## src/rtl/cfg_hub_pkg.sv

```systemverilog
package cfg_hub_pkg;
    typedef enum logic [1:0] {
        ST_IDLE,
        ST_BANK_WAIT,
        ST_ACK,
        ST_RDATA
    } hub_state_e;

    typedef enum logic [1:0] {
        TGT_BANK,
        TGT_LOCAL,
        TGT_NONE
    } hub_tgt_e;

    // status bit positions
    localparam int EVB_PORTWR   = 0;
    localparam int EVB_RD_OOB   = 1;
    localparam int EVB_WR_OOB   = 2;
    localparam int EVB_BAD_WR   = 3;
    localparam int EVB_BAD_BURST = 4;
    localparam int NUM_EV       = 5;
    localparam int NUM_EXT_EV   = 3;
endpackage

```

## src/rtl/cfg_hub_decode.sv

```systemverilog
module cfg_hub_decode
    import cfg_hub_pkg::*;
#(
    parameter int WA     = 15,
    parameter int RGN_W  = 3,
    parameter int NB     = 3,
    parameter int DB_RGN = 3,
    parameter int LOC_RGN = 7,
    localparam int BIW   = (NB > 1) ? $clog2(NB) : 1,
    localparam int OFF_W = WA - RGN_W
) (
    input  logic [WA-1:0]    word_addr,
    output hub_tgt_e         tgt,
    output logic [BIW-1:0]   bank_idx,
    output logic [OFF_W-1:0] offset
);
    logic [RGN_W-1:0] region;

    assign region = word_addr[WA-1 -: RGN_W];
    assign offset = word_addr[OFF_W-1:0];

    always_comb begin
        tgt      = TGT_NONE;
        bank_idx = '0;
        if (int'(region) == DB_RGN) begin
            tgt = TGT_NONE;
        end else if (int'(region) == LOC_RGN) begin
            tgt = TGT_LOCAL;
        end else begin
            for (int i = 0; i < NB; i++) begin
                if (int'(region) == i) begin
                    tgt      = TGT_BANK;
                    bank_idx = BIW'(i);
                end
            end
        end
    end
endmodule

```

## src/rtl/cfg_hub_events.sv

```systemverilog
module cfg_hub_events
    import cfg_hub_pkg::*;
#(
    parameter int DW    = 32,
    parameter int OFF_W = 12,
    parameter logic [DW-1:0] ID_VALUE = 32'h5A1E_0001
) (
    input  logic                  clk,
    input  logic                  rst_n,
    input  logic [NUM_EXT_EV-1:0] ev_in,
    input  logic                  set_bad_wr,
    input  logic                  set_bad_burst,
    input  logic                  loc_we,
    input  logic [OFF_W-1:0]      loc_off,
    input  logic [NUM_EV-1:0]     loc_wdata,
    output logic [DW-1:0]         loc_rdata,
    output logic                  loc_wr_ok,
    output logic [NUM_EV-1:0]     sts_q,
    output logic [NUM_EV-1:0]     en_q,
    output logic [NUM_EV-1:0]     sts_clr,
    output logic                  irq
);
    localparam logic [OFF_W-1:0] OFF_STS = OFF_W'(0);
    localparam logic [OFF_W-1:0] OFF_EN  = OFF_W'(1);
    localparam logic [OFF_W-1:0] OFF_ID  = OFF_W'(2);

    logic [NUM_EV-1:0] sts_set;

    assign sts_set   = {set_bad_burst, set_bad_wr, ev_in};
    assign sts_clr   = (loc_we && loc_off == OFF_STS) ? loc_wdata : '0;
    assign loc_wr_ok = (loc_off == OFF_STS) || (loc_off == OFF_EN);
    assign irq       = |(sts_q & en_q);

    always_ff @(posedge clk) begin
        if (!rst_n) begin
            sts_q <= '0;
            en_q  <= '0;
        end else begin
            sts_q <= (sts_q & ~sts_clr) | sts_set;
            if (loc_we && loc_off == OFF_EN) begin
                en_q <= loc_wdata;
            end
        end
    end

    always_comb begin
        loc_rdata = '0;
        if (loc_off == OFF_STS) begin
            loc_rdata[NUM_EV-1:0] = sts_q;
        end else if (loc_off == OFF_EN) begin
            loc_rdata[NUM_EV-1:0] = en_q;
        end else if (loc_off == OFF_ID) begin
            loc_rdata = ID_VALUE;
        end
    end
endmodule

```

## src/rtl/cfg_hub_fsm.sv

```systemverilog
module cfg_hub_fsm
    import cfg_hub_pkg::*;
#(
    parameter int DW    = 32,
    parameter int NB    = 3,
    parameter int OFF_W = 12,
    localparam int BIW  = (NB > 1) ? $clog2(NB) : 1
) (
    input  logic             clk,
    input  logic             rst_n,
    input  logic             s_read,
    input  logic             s_write,
    input  logic [DW-1:0]    s_wdata,
    input  logic             burst_ok,
    input  hub_tgt_e         tgt,
    input  logic [BIW-1:0]   dec_bank,
    input  logic [OFF_W-1:0] dec_off,
    input  logic [DW-1:0]    loc_rdata,
    input  logic             loc_wr_ok,
    input  logic [NB-1:0]    b_done,
    input  logic [NB*DW-1:0] b_rdata,
    output logic             s_waitreq,
    output logic             s_rvalid,
    output logic [DW-1:0]    s_rdata,
    output logic [NB-1:0]    b_sel,
    output logic             b_we,
    output logic [OFF_W-1:0] b_addr,
    output logic [DW-1:0]    b_wdata,
    output logic             loc_we,
    output logic             bad_wr,
    output logic             bad_burst
);
    hub_state_e       state_q, state_d;
    logic             lat_we;
    logic [BIW-1:0]   lat_bank;
    logic [OFF_W-1:0] lat_off;
    logic [DW-1:0]    lat_wd;
    logic [DW-1:0]    rdata_q;
    logic             req;
    logic             done_sel;
    logic [DW-1:0]    rd_sel;

    assign req = s_read || s_write;

    // pick completion and data of the latched bank
    always_comb begin
        done_sel = 1'b0;
        rd_sel   = '0;
        for (int i = 0; i < NB; i++) begin
            if (lat_bank == BIW'(i)) begin
                done_sel = b_done[i];
                rd_sel   = b_rdata[i*DW +: DW];
            end
        end
    end

    // state register and captured request
    always_ff @(posedge clk) begin
        if (!rst_n) begin
            state_q  <= ST_IDLE;
            lat_we   <= 1'b0;
            lat_bank <= '0;
            lat_off  <= '0;
            lat_wd   <= '0;
            rdata_q  <= '0;
        end else begin
            state_q <= state_d;
            if (state_q == ST_IDLE && req) begin
                lat_we   <= s_write;
                lat_bank <= dec_bank;
                lat_off  <= dec_off;
                lat_wd   <= s_wdata;
                rdata_q  <= (tgt == TGT_LOCAL) ? loc_rdata : '0;
            end else if (state_q == ST_BANK_WAIT && done_sel) begin
                rdata_q  <= rd_sel;
            end
        end
    end

    // next state
    always_comb begin
        state_d = state_q;
        unique case (state_q)
            ST_IDLE: begin
                if (req) begin
                    if (s_write && !burst_ok)  state_d = ST_ACK;
                    else if (tgt == TGT_BANK)  state_d = ST_BANK_WAIT;
                    else                       state_d = ST_ACK;
                end
            end
            ST_BANK_WAIT: if (done_sel) state_d = ST_ACK;
            ST_ACK:       state_d = lat_we ? ST_IDLE : ST_RDATA;
            ST_RDATA:     state_d = ST_IDLE;
            default:      state_d = ST_IDLE;
        endcase
    end

    // outputs
    always_comb begin
        s_waitreq = (state_q != ST_ACK);
        s_rvalid  = (state_q == ST_RDATA);
        s_rdata   = rdata_q;
        b_we      = lat_we;
        b_addr    = lat_off;
        b_wdata   = lat_wd;
        loc_we    = 1'b0;
        bad_wr    = 1'b0;
        bad_burst = 1'b0;
        for (int i = 0; i < NB; i++) begin
            b_sel[i] = (state_q == ST_BANK_WAIT) && (lat_bank == BIW'(i));
        end
        if (state_q == ST_IDLE && s_write) begin
            if (!burst_ok) begin
                bad_burst = 1'b1;
            end else if (tgt == TGT_LOCAL) begin
                loc_we = loc_wr_ok;
                bad_wr = !loc_wr_ok;
            end else if (tgt == TGT_NONE) begin
                bad_wr = 1'b1;
            end
        end
    end
endmodule

```

## src/rtl/cfg_hub.sv

```systemverilog
module cfg_hub
    import cfg_hub_pkg::*;
#(
    parameter int AW      = 17,
    parameter int DW      = 32,
    parameter int BCW     = 4,
    parameter int RGN_W   = 3,
    parameter int NB      = 3,
    parameter int DB_RGN  = 3,
    parameter int LOC_RGN = 7,
    parameter logic [DW-1:0] ID_VALUE = 32'h5A1E_0001,
    localparam int WA     = AW - 2,
    localparam int OFF_W  = WA - RGN_W,
    localparam int BIW    = (NB > 1) ? $clog2(NB) : 1
) (
    input  logic                  clk,
    input  logic                  rst_n,
    input  logic [AW-1:0]         s_addr,
    input  logic                  s_read,
    input  logic                  s_write,
    input  logic [DW-1:0]         s_wdata,
    input  logic [BCW-1:0]        s_burst,
    output logic                  s_waitreq,
    output logic [DW-1:0]         s_rdata,
    output logic                  s_rvalid,
    output logic                  irq,
    input  logic [NUM_EXT_EV-1:0] ev_in,
    output logic [NB-1:0]         b_sel,
    output logic                  b_we,
    output logic [OFF_W-1:0]      b_addr,
    output logic [DW-1:0]         b_wdata,
    input  logic [NB*DW-1:0]      b_rdata,
    input  logic [NB-1:0]         b_done
);
    hub_tgt_e          tgt;
    logic [BIW-1:0]    dec_bank;
    logic [OFF_W-1:0]  dec_off;
    logic [DW-1:0]     loc_rdata;
    logic              loc_wr_ok;
    logic              loc_we;
    logic              bad_wr;
    logic              bad_burst;
    logic [NUM_EV-1:0] sts_q;
    logic [NUM_EV-1:0] en_q;
    logic [NUM_EV-1:0] sts_clr;
    logic              unused_lo_bits;

    assign unused_lo_bits = ^s_addr[1:0];

    cfg_hub_decode #(
        .WA(WA), .RGN_W(RGN_W), .NB(NB), .DB_RGN(DB_RGN), .LOC_RGN(LOC_RGN)
    ) u_decode (
        .word_addr (s_addr[AW-1:2]),
        .tgt       (tgt),
        .bank_idx  (dec_bank),
        .offset    (dec_off)
    );

    cfg_hub_events #(
        .DW(DW), .OFF_W(OFF_W), .ID_VALUE(ID_VALUE)
    ) u_events (
        .clk           (clk),
        .rst_n         (rst_n),
        .ev_in         (ev_in),
        .set_bad_wr    (bad_wr),
        .set_bad_burst (bad_burst),
        .loc_we        (loc_we),
        .loc_off       (dec_off),
        .loc_wdata     (s_wdata[NUM_EV-1:0]),
        .loc_rdata     (loc_rdata),
        .loc_wr_ok     (loc_wr_ok),
        .sts_q         (sts_q),
        .en_q          (en_q),
        .sts_clr       (sts_clr),
        .irq           (irq)
    );

    cfg_hub_fsm #(
        .DW(DW), .NB(NB), .OFF_W(OFF_W)
    ) u_fsm (
        .clk       (clk),
        .rst_n     (rst_n),
        .s_read    (s_read),
        .s_write   (s_write),
        .s_wdata   (s_wdata),
        .burst_ok  (s_burst == BCW'(1)),
        .tgt       (tgt),
        .dec_bank  (dec_bank),
        .dec_off   (dec_off),
        .loc_rdata (loc_rdata),
        .loc_wr_ok (loc_wr_ok),
        .b_done    (b_done),
        .b_rdata   (b_rdata),
        .s_waitreq (s_waitreq),
        .s_rvalid  (s_rvalid),
        .s_rdata   (s_rdata),
        .b_sel     (b_sel),
        .b_we      (b_we),
        .b_addr    (b_addr),
        .b_wdata   (b_wdata),
        .loc_we    (loc_we),
        .bad_wr    (bad_wr),
        .bad_burst (bad_burst)
    );
endmodule

```

## config.mk

```make
export PLATFORM = sky130hd
export DESIGN_NAME = cfg_hub
export DESIGN_NICKNAME = d
export VERILOG_FILES = /design/src/rtl/cfg_hub_pkg.sv /design/src/rtl/cfg_hub_decode.sv /design/src/rtl/cfg_hub_events.sv /design/src/rtl/cfg_hub_fsm.sv /design/src/rtl/cfg_hub.sv
export SDC_FILE = /design/constraint.sdc
export NUM_CORES = 1
export LEC_CHECK = 0
export CAP_MARGIN = 30
export CORE_MARGIN = 2
export CORE_UTILIZATION = 35
export CTS_BUF_LIST = sky130_fd_sc_hd__clkbuf_8 sky130_fd_sc_hd__clkbuf_16
export CTS_CLUSTER_DIAMETER = 60
export CTS_CLUSTER_SIZE = 20
export DETAILED_ROUTE_END_ITERATION = 12
export PLACE_DENSITY = 0.9
export SLEW_MARGIN = 15
export SYNTH_ARGS = -nofsm -noshare
export SYNTH_HDL_FRONTEND = slang
export SYNTH_SLANG_ARGS = --single-unit
export TNS_END_PERCENT = 1
```

## constraint.sdc

```tcl
create_clock -name clk -period 1.56 [get_ports clk]
set_input_delay 0.234 -clock clk [delete_from_list [all_inputs] [get_ports clk]]
set_output_delay 0.234 -clock clk [all_outputs]
set_load 0.05 [all_outputs]
```

Word level (Yosys, flattened, before mapping)
Index checks and enable logic that the tools add are counted.
Cells by class
  add/sub/neg operators: 0
  multipliers: 0
  bitwise gates (word level): 4
  eq/ne operators: 17
  divide/modulo/power cells: 0
  $lt $le $gt $ge: 0
  shift-type cells: 0
  reductions and logical operators: 21
  muxes and demuxes: 39
Operator list (count)
  32-bit two-way mux: 6
  27-bit two-way mux: 2
  31-bit two-way mux: 1
  2-bit two-way mux: 13
  5-bit two-way mux: 3
  1-bit two-way mux: 13
  12-bit by 1-bit equality test with 1-bit output (second input constant): 1
  12-bit by 2-bit equality test with 1-bit output (second input constant): 1
  12-bit zero test: 1
  5-bit AND: 2
  1-bit logical AND: 9
  2-bit equality test (second input constant): 4
  2-bit case mux with 4 select lines: 1
  2-bit by 1-bit equality test with 1-bit output (second input constant): 3
  3-bit equality test (second input constant): 2
  2-bit zero test: 3
  5-bit inverter: 1
  5-bit bitwise OR: 1
  5-bit OR reduction: 1
  4-bit by 1-bit equality test with 1-bit output (second input constant): 1
  2-bit by 1-bit != test with 1-bit output (second input constant): 2
  3-bit by 1-bit equality test with 1-bit output (second input constant): 1
  3-bit by 2-bit equality test with 1-bit output (second input constant): 1
  3-bit zero test: 1
  other kinds (5): 7
Word-level totals
  logic and storage cells: 89
  memories kept: 0
  ROM bits: 0
  bits in registers: 91
  bits in writable memories: 0
  output and inout bits: 83
  bits in latches: 0

Longest topological paths before layout
  depth after elaboration: 15
  mapped depth: 7
  mapped depth without buffers: 4

Modules after synthesis
A second synthesis with hierarchy kept.
Second synthesis, totals
  cells, all modules: 575
  area total of the unflattened synthesis: 4709.5 µm²
Modules (own cells, without submodules)
  cfg_hub_fsm: seq. area each 1621.6 µm², instances 1, cells each 457, area an instance 3756.1 µm²
  cfg_hub_events: seq. area each 200.2 µm², instances 1, cells each 100, area an instance 813.3 µm²
  cfg_hub_decode: seq. area each 0.0 µm², instances 1, cells each 17, area an instance 125.1 µm²
  cfg_hub: seq. area each 0.0 µm², instances 1, cells each 1, area an instance 15.0 µm²

Worst setup path before layout
No wires, ideal clock.
  kind: register to output
  start: reg u_fsm.lat_bank[0]
  end: out b_sel[2]
  stages on the path, launching flop included: 5
  arrival time: 1.966 ns
  data required time: 1.326 ns
  slack: -0.640 ns
  cell sequence: dfxtp_1 buf_2 buf_4 buf_2 nor3_1
On the way
  longest elaborated chain between the ends: 2
Ends and longest elaborated chain
  start, declared: line cfg_hub_fsm.sv:35  | logic [BIW-1:0] lat_bank;
  start signal, assigned: line cfg_hub_fsm.sv:70  | lat_bank <= dec_bank;
  2-bit equality test: line cfg_hub_fsm.sv:110  | b_sel[i] = (state_q == ST_BANK_WAIT) && (lat_bank == BIW'(i));
  1-bit logical AND: line cfg_hub_fsm.sv:110
  end, declared: line cfg_hub.sv:28  | output logic [NB-1:0] b_sel,
No other way between the ends.

Worst setup path in the final report
  start: reg u_fsm.state_q[0]
  end: out b_sel[0]
On the way
  longest elaborated chain between the ends: 2
Ends and longest elaborated chain
  start, declared: line cfg_hub_fsm.sv:33  | hub_state_e state_q, state_d;
  start signal, assigned: line cfg_hub_fsm.sv:67  | state_q <= state_d;
  2-bit by 1-bit equality test with 1-bit output: line cfg_hub_fsm.sv:110
  1-bit logical AND: line cfg_hub_fsm.sv:110
No other way between the ends.

==> results.py <==
metrics = {
    "detailed_routing": {
        "drt-total-wl_mm": 15.2,
        "num_vias": 4810,
        "drc": 0,
        "ant_nets": 0,
        "drt-initial-drc-count": 320,
        "via_per_inst": 5.13,
        "dr.pass1.iters": 5,
        "routedWlPerCell_um": 16.2,
    },
    "timing": {
        "finalHoldViolations": 0,
        "fin_crit_sh_pct": 112,
        "worst_pin_slew_ps": 391,
        "fmaxAchievable_mhz": 573,
        "period_needed_ps": 1750,
        "clock_skew_ps": 5.69,
        "drv_slew": 0,
        "fin_ws_ps": -186,
        "setup-violations-final": 41,
        "relSlewSlack_pct": 73.8,
        "rsz0062_at_grt": "yes",
    },
    "layout": {
        "n_antenna_cell": 0,
        "multi_input_area_um2": 2400,
        "fill_cells": 1011,
        "postLayoutCellArea_um2": 7540,
        "regArea_um2": 1830,
        "nets": 944,
        "drive_above_1_share_pct": 25.7,
        "syn_to_final_growth_pct": 77.6,
        "fin_util_pct": 63.3,
    },
    "yosys": {
        "yosys_most_used_dff": "dfxtp_1",
        "netlist.area_leader.share_pct": 42.9,
        "synth_nets": 677,
        "seq_area_frac_synth_pct": 42.9,
        "synth-edff-count": 0,
        "yosys_warnings": 0,
        "synth_top_family_by_area": "compound AO/OA/AOI/OAI gates",
        "synth_xor_area_share_pct": 0,
        "yosys.area_share.adder_pct": 0,
        "ys_top_cells_by_area": "dfxtp_1 43%, nand2_1 10%, a21oi_1 8.7%, mux2i_1 7.1%, nor2_1 4.0%",
        "muxShareOfSynthArea_pct": 9.19,
        "synth_top_cells_by_count": "116 x nand2_1, 91 x dfxtp_1, 74 x a21oi_1, 45 x nor2_1, 30 x mux2i_1",
        "async_reset_ff_share_pct": 0,
        "yosys.area.top_type": "dfxtp_1",
        "syn_inst": 518,
        "syn_area_um2": 4250,
        "synthSimpleGateAreaFrac_pct": 20.5,
        "yosysUniqueCellTypes": 50,
        "synth.most_common_cell": "nand2_1",
        "synth_compound_area_share_pct": 22.7,
        "syn_avg_cell_area_um2": 8.20,
        "synth_seq_cells": 91,
    },
    "setup_path": {
        "cp-end-kind": "output port",
        "cp_max_fo": 2,
        "worstPathRequired_ps": 1330,
        "timing.rr.end": "u_fsm.s_rdata[0]$_SDFFE_PN0P_",
        "crit_arrival_ps": 1510,
        "reg2reg_slack_ps": -150,
        "timing.rr.start": "u_fsm.state_q[0]$_SDFFE_PN0P_",
        "path_class": "register to output port",
        "start_kind": "register",
        "rr_worst_depth": 5,
    },
    "power_and_ir_drop": {
        "vdd_drop_max_mv": 0.600,
        "power_density_nw_per_um2": 1030,
        "p_leak_nw": 3.05,
    },
    "floorplanning": {
        "start_util_pct": 35.7,
        "dieArea_um2": 13000,
        "fp.dieH_um": 114,
        "core_um2": 11900,
        "fp.dieW_um": 114,
        "num_io_pins": 242,
        "row_count": 40,
    },
    "placed_design": {
        "dp_hpwl_mm": 11.4,
        "gp_congestion": 0.851,
        "io_buffers": 239,
        "placed_area_um2": 6970,
    },
    "outcome": {
        "violations": "negative setup slack",
        "status": "finished with violations",
    },
    "cts": {
        "cts_made_buffers": 9,
        "clock-sinks": 91,
        "worstSkewPairLatency_ps": 340,
        "clk_path_buf_depth": 2,
        "htree_levels": 3,
        "cts.clk_slew.worst_paths_ps": 70,
        "cts_tree": "done",
        "root_buffer": "clkbuf_16",
    },
    "global_routing": {
        "grt_max_degree": 41,
        "grt_pass1_vias": 4656,
        "grt_pass1_wl_mm": 23.0,
        "grt_usage_pct": 22.4,
        "grt-ovfl-total": 0,
        "antenna_found_initial": 0,
    },
    "hold_path": {
        "worstHoldStart": "s_addr[13]",
        "hold_class": "input pin to register",
        "holdPathStages": 3,
        "hold_end": "u_fsm.b_addr[11]$_SDFFE_PN0P_",
    },
    "job": {
        "maxCapViolCount": 0,
    },
}
-- state kept, by name, indices dropped and copies added, names as in the netlist --
register,cells
u_fsm.state_q,2
u_fsm.b_addr,12
u_events.en_q,5
u_fsm.b_we,1
u_events.sts_q,5
u_fsm.b_wdata,32
u_fsm.lat_bank,2
u_fsm.s_rdata,32
-- placed cells by master (no fill, tap or decap), types with 8 or more instances in the layout --
master           instances
mux2_2                   8
nor2_1                  43
buf_6                   11
buf_4                  116
dfxtp_1                 87
a21oi_1                 74
a211oi_1                17
clkbuf_16                9
clkdlybuf4s50_1        142
dlygate4sd2_1            8
mux2i_1                 29
nand2_1                116
o21ai_0                  9
buf_12                  11
o221a_2                  8
-- metrics by stage --
stage          worst slack, ps  total power, mW  instances  TNS [ps]  hold WS (ps)
2_1_floorplan             -213             4.24        518     -4520           331
3_3_place_gp              -594             5.39        915    -22500           443
3_5_place_dp              -621             5.43        915    -24810           447
4_1_cts                   -223             7.76        932     -2700           275
5_1_grt                   -219             8.08        937     -6180           217
6_report                  -186             7.75        937     -3190           211
-- kinds of logic (layout without fill, tap and decap cells) --
| logic type | after synthesis | in the layout |
|---|---|---|
| AND/OR/NAND/NOR | 196 | 196 |
| AO/OA/AOI/OAI | 148 | 148 |
| flip-flops | 91 | 91 |
| buffers and inverters | 45 | 317 |
| multiplexers | 38 | 38 |
-- worst max-delay path by stage --
stage,from,to,slack [ps],depth (start not counted)
floorplan,u_fsm.lat_bank[0]$_SDFFE_PN0P_,b_sel[2],-210,4
global placement,s_burst[1],u_fsm.state_q[0]$_SDFFE_PN0P_,-590,6
detailed placement,s_burst[1],u_fsm.state_q[0]$_SDFFE_PN0P_,-620,6
CTS,u_fsm.state_q[1]$_SDFFE_PN0P_,b_sel[0],-220,4
global route,u_fsm.state_q[0]$_SDFFE_PN0P_,b_sel[0],-220,4
finish,u_fsm.state_q[0]$_SDFFE_PN0P_,b_sel[0],-190,4
-- critical path, cell delays in order, from the launching register on --
cell     delay (ps)
dfxtp_2         340
or3b_4          410
buf_6           140
nor2_4          120
buf_12          150
-- layer usage --
metal,share of wire (%),GRT usage (%)
met1,40,25.6
met3,8.4,6.67
met5,0,0
met2,49,38.8
met4,2.9,9.59
-- layout make-up --
type                            instances  share of cell area, %
Clock inverter                          6                  0.863
Sequential cell                        91                   24.3
Multi-Input combinational cell        382                   31.9
Timing Repair Buffer                  295                   37.1
Inverter                                6                  0.315
Tap cell                              147                   2.44
Clock buffer                           10                   3.17
-- power breakdown --
group          switching (mW)  internal, mW
registers               0.128          2.56
clock network           0.954          1.29
logic                    1.64          1.19
total                    2.72          5.03
-- timing repair --
| action | in CTS | in global routing |
|---|---|---|
| setup endpoints to repair | 57 | 59 |
| buffers inserted | 1 | 5 |
| hold buffers | 0 | 0 |
| pin swaps | 21 | 12 |
| resized for setup | 41 | 21 |
No activity file was read; power rests on OpenSTA's default activity.
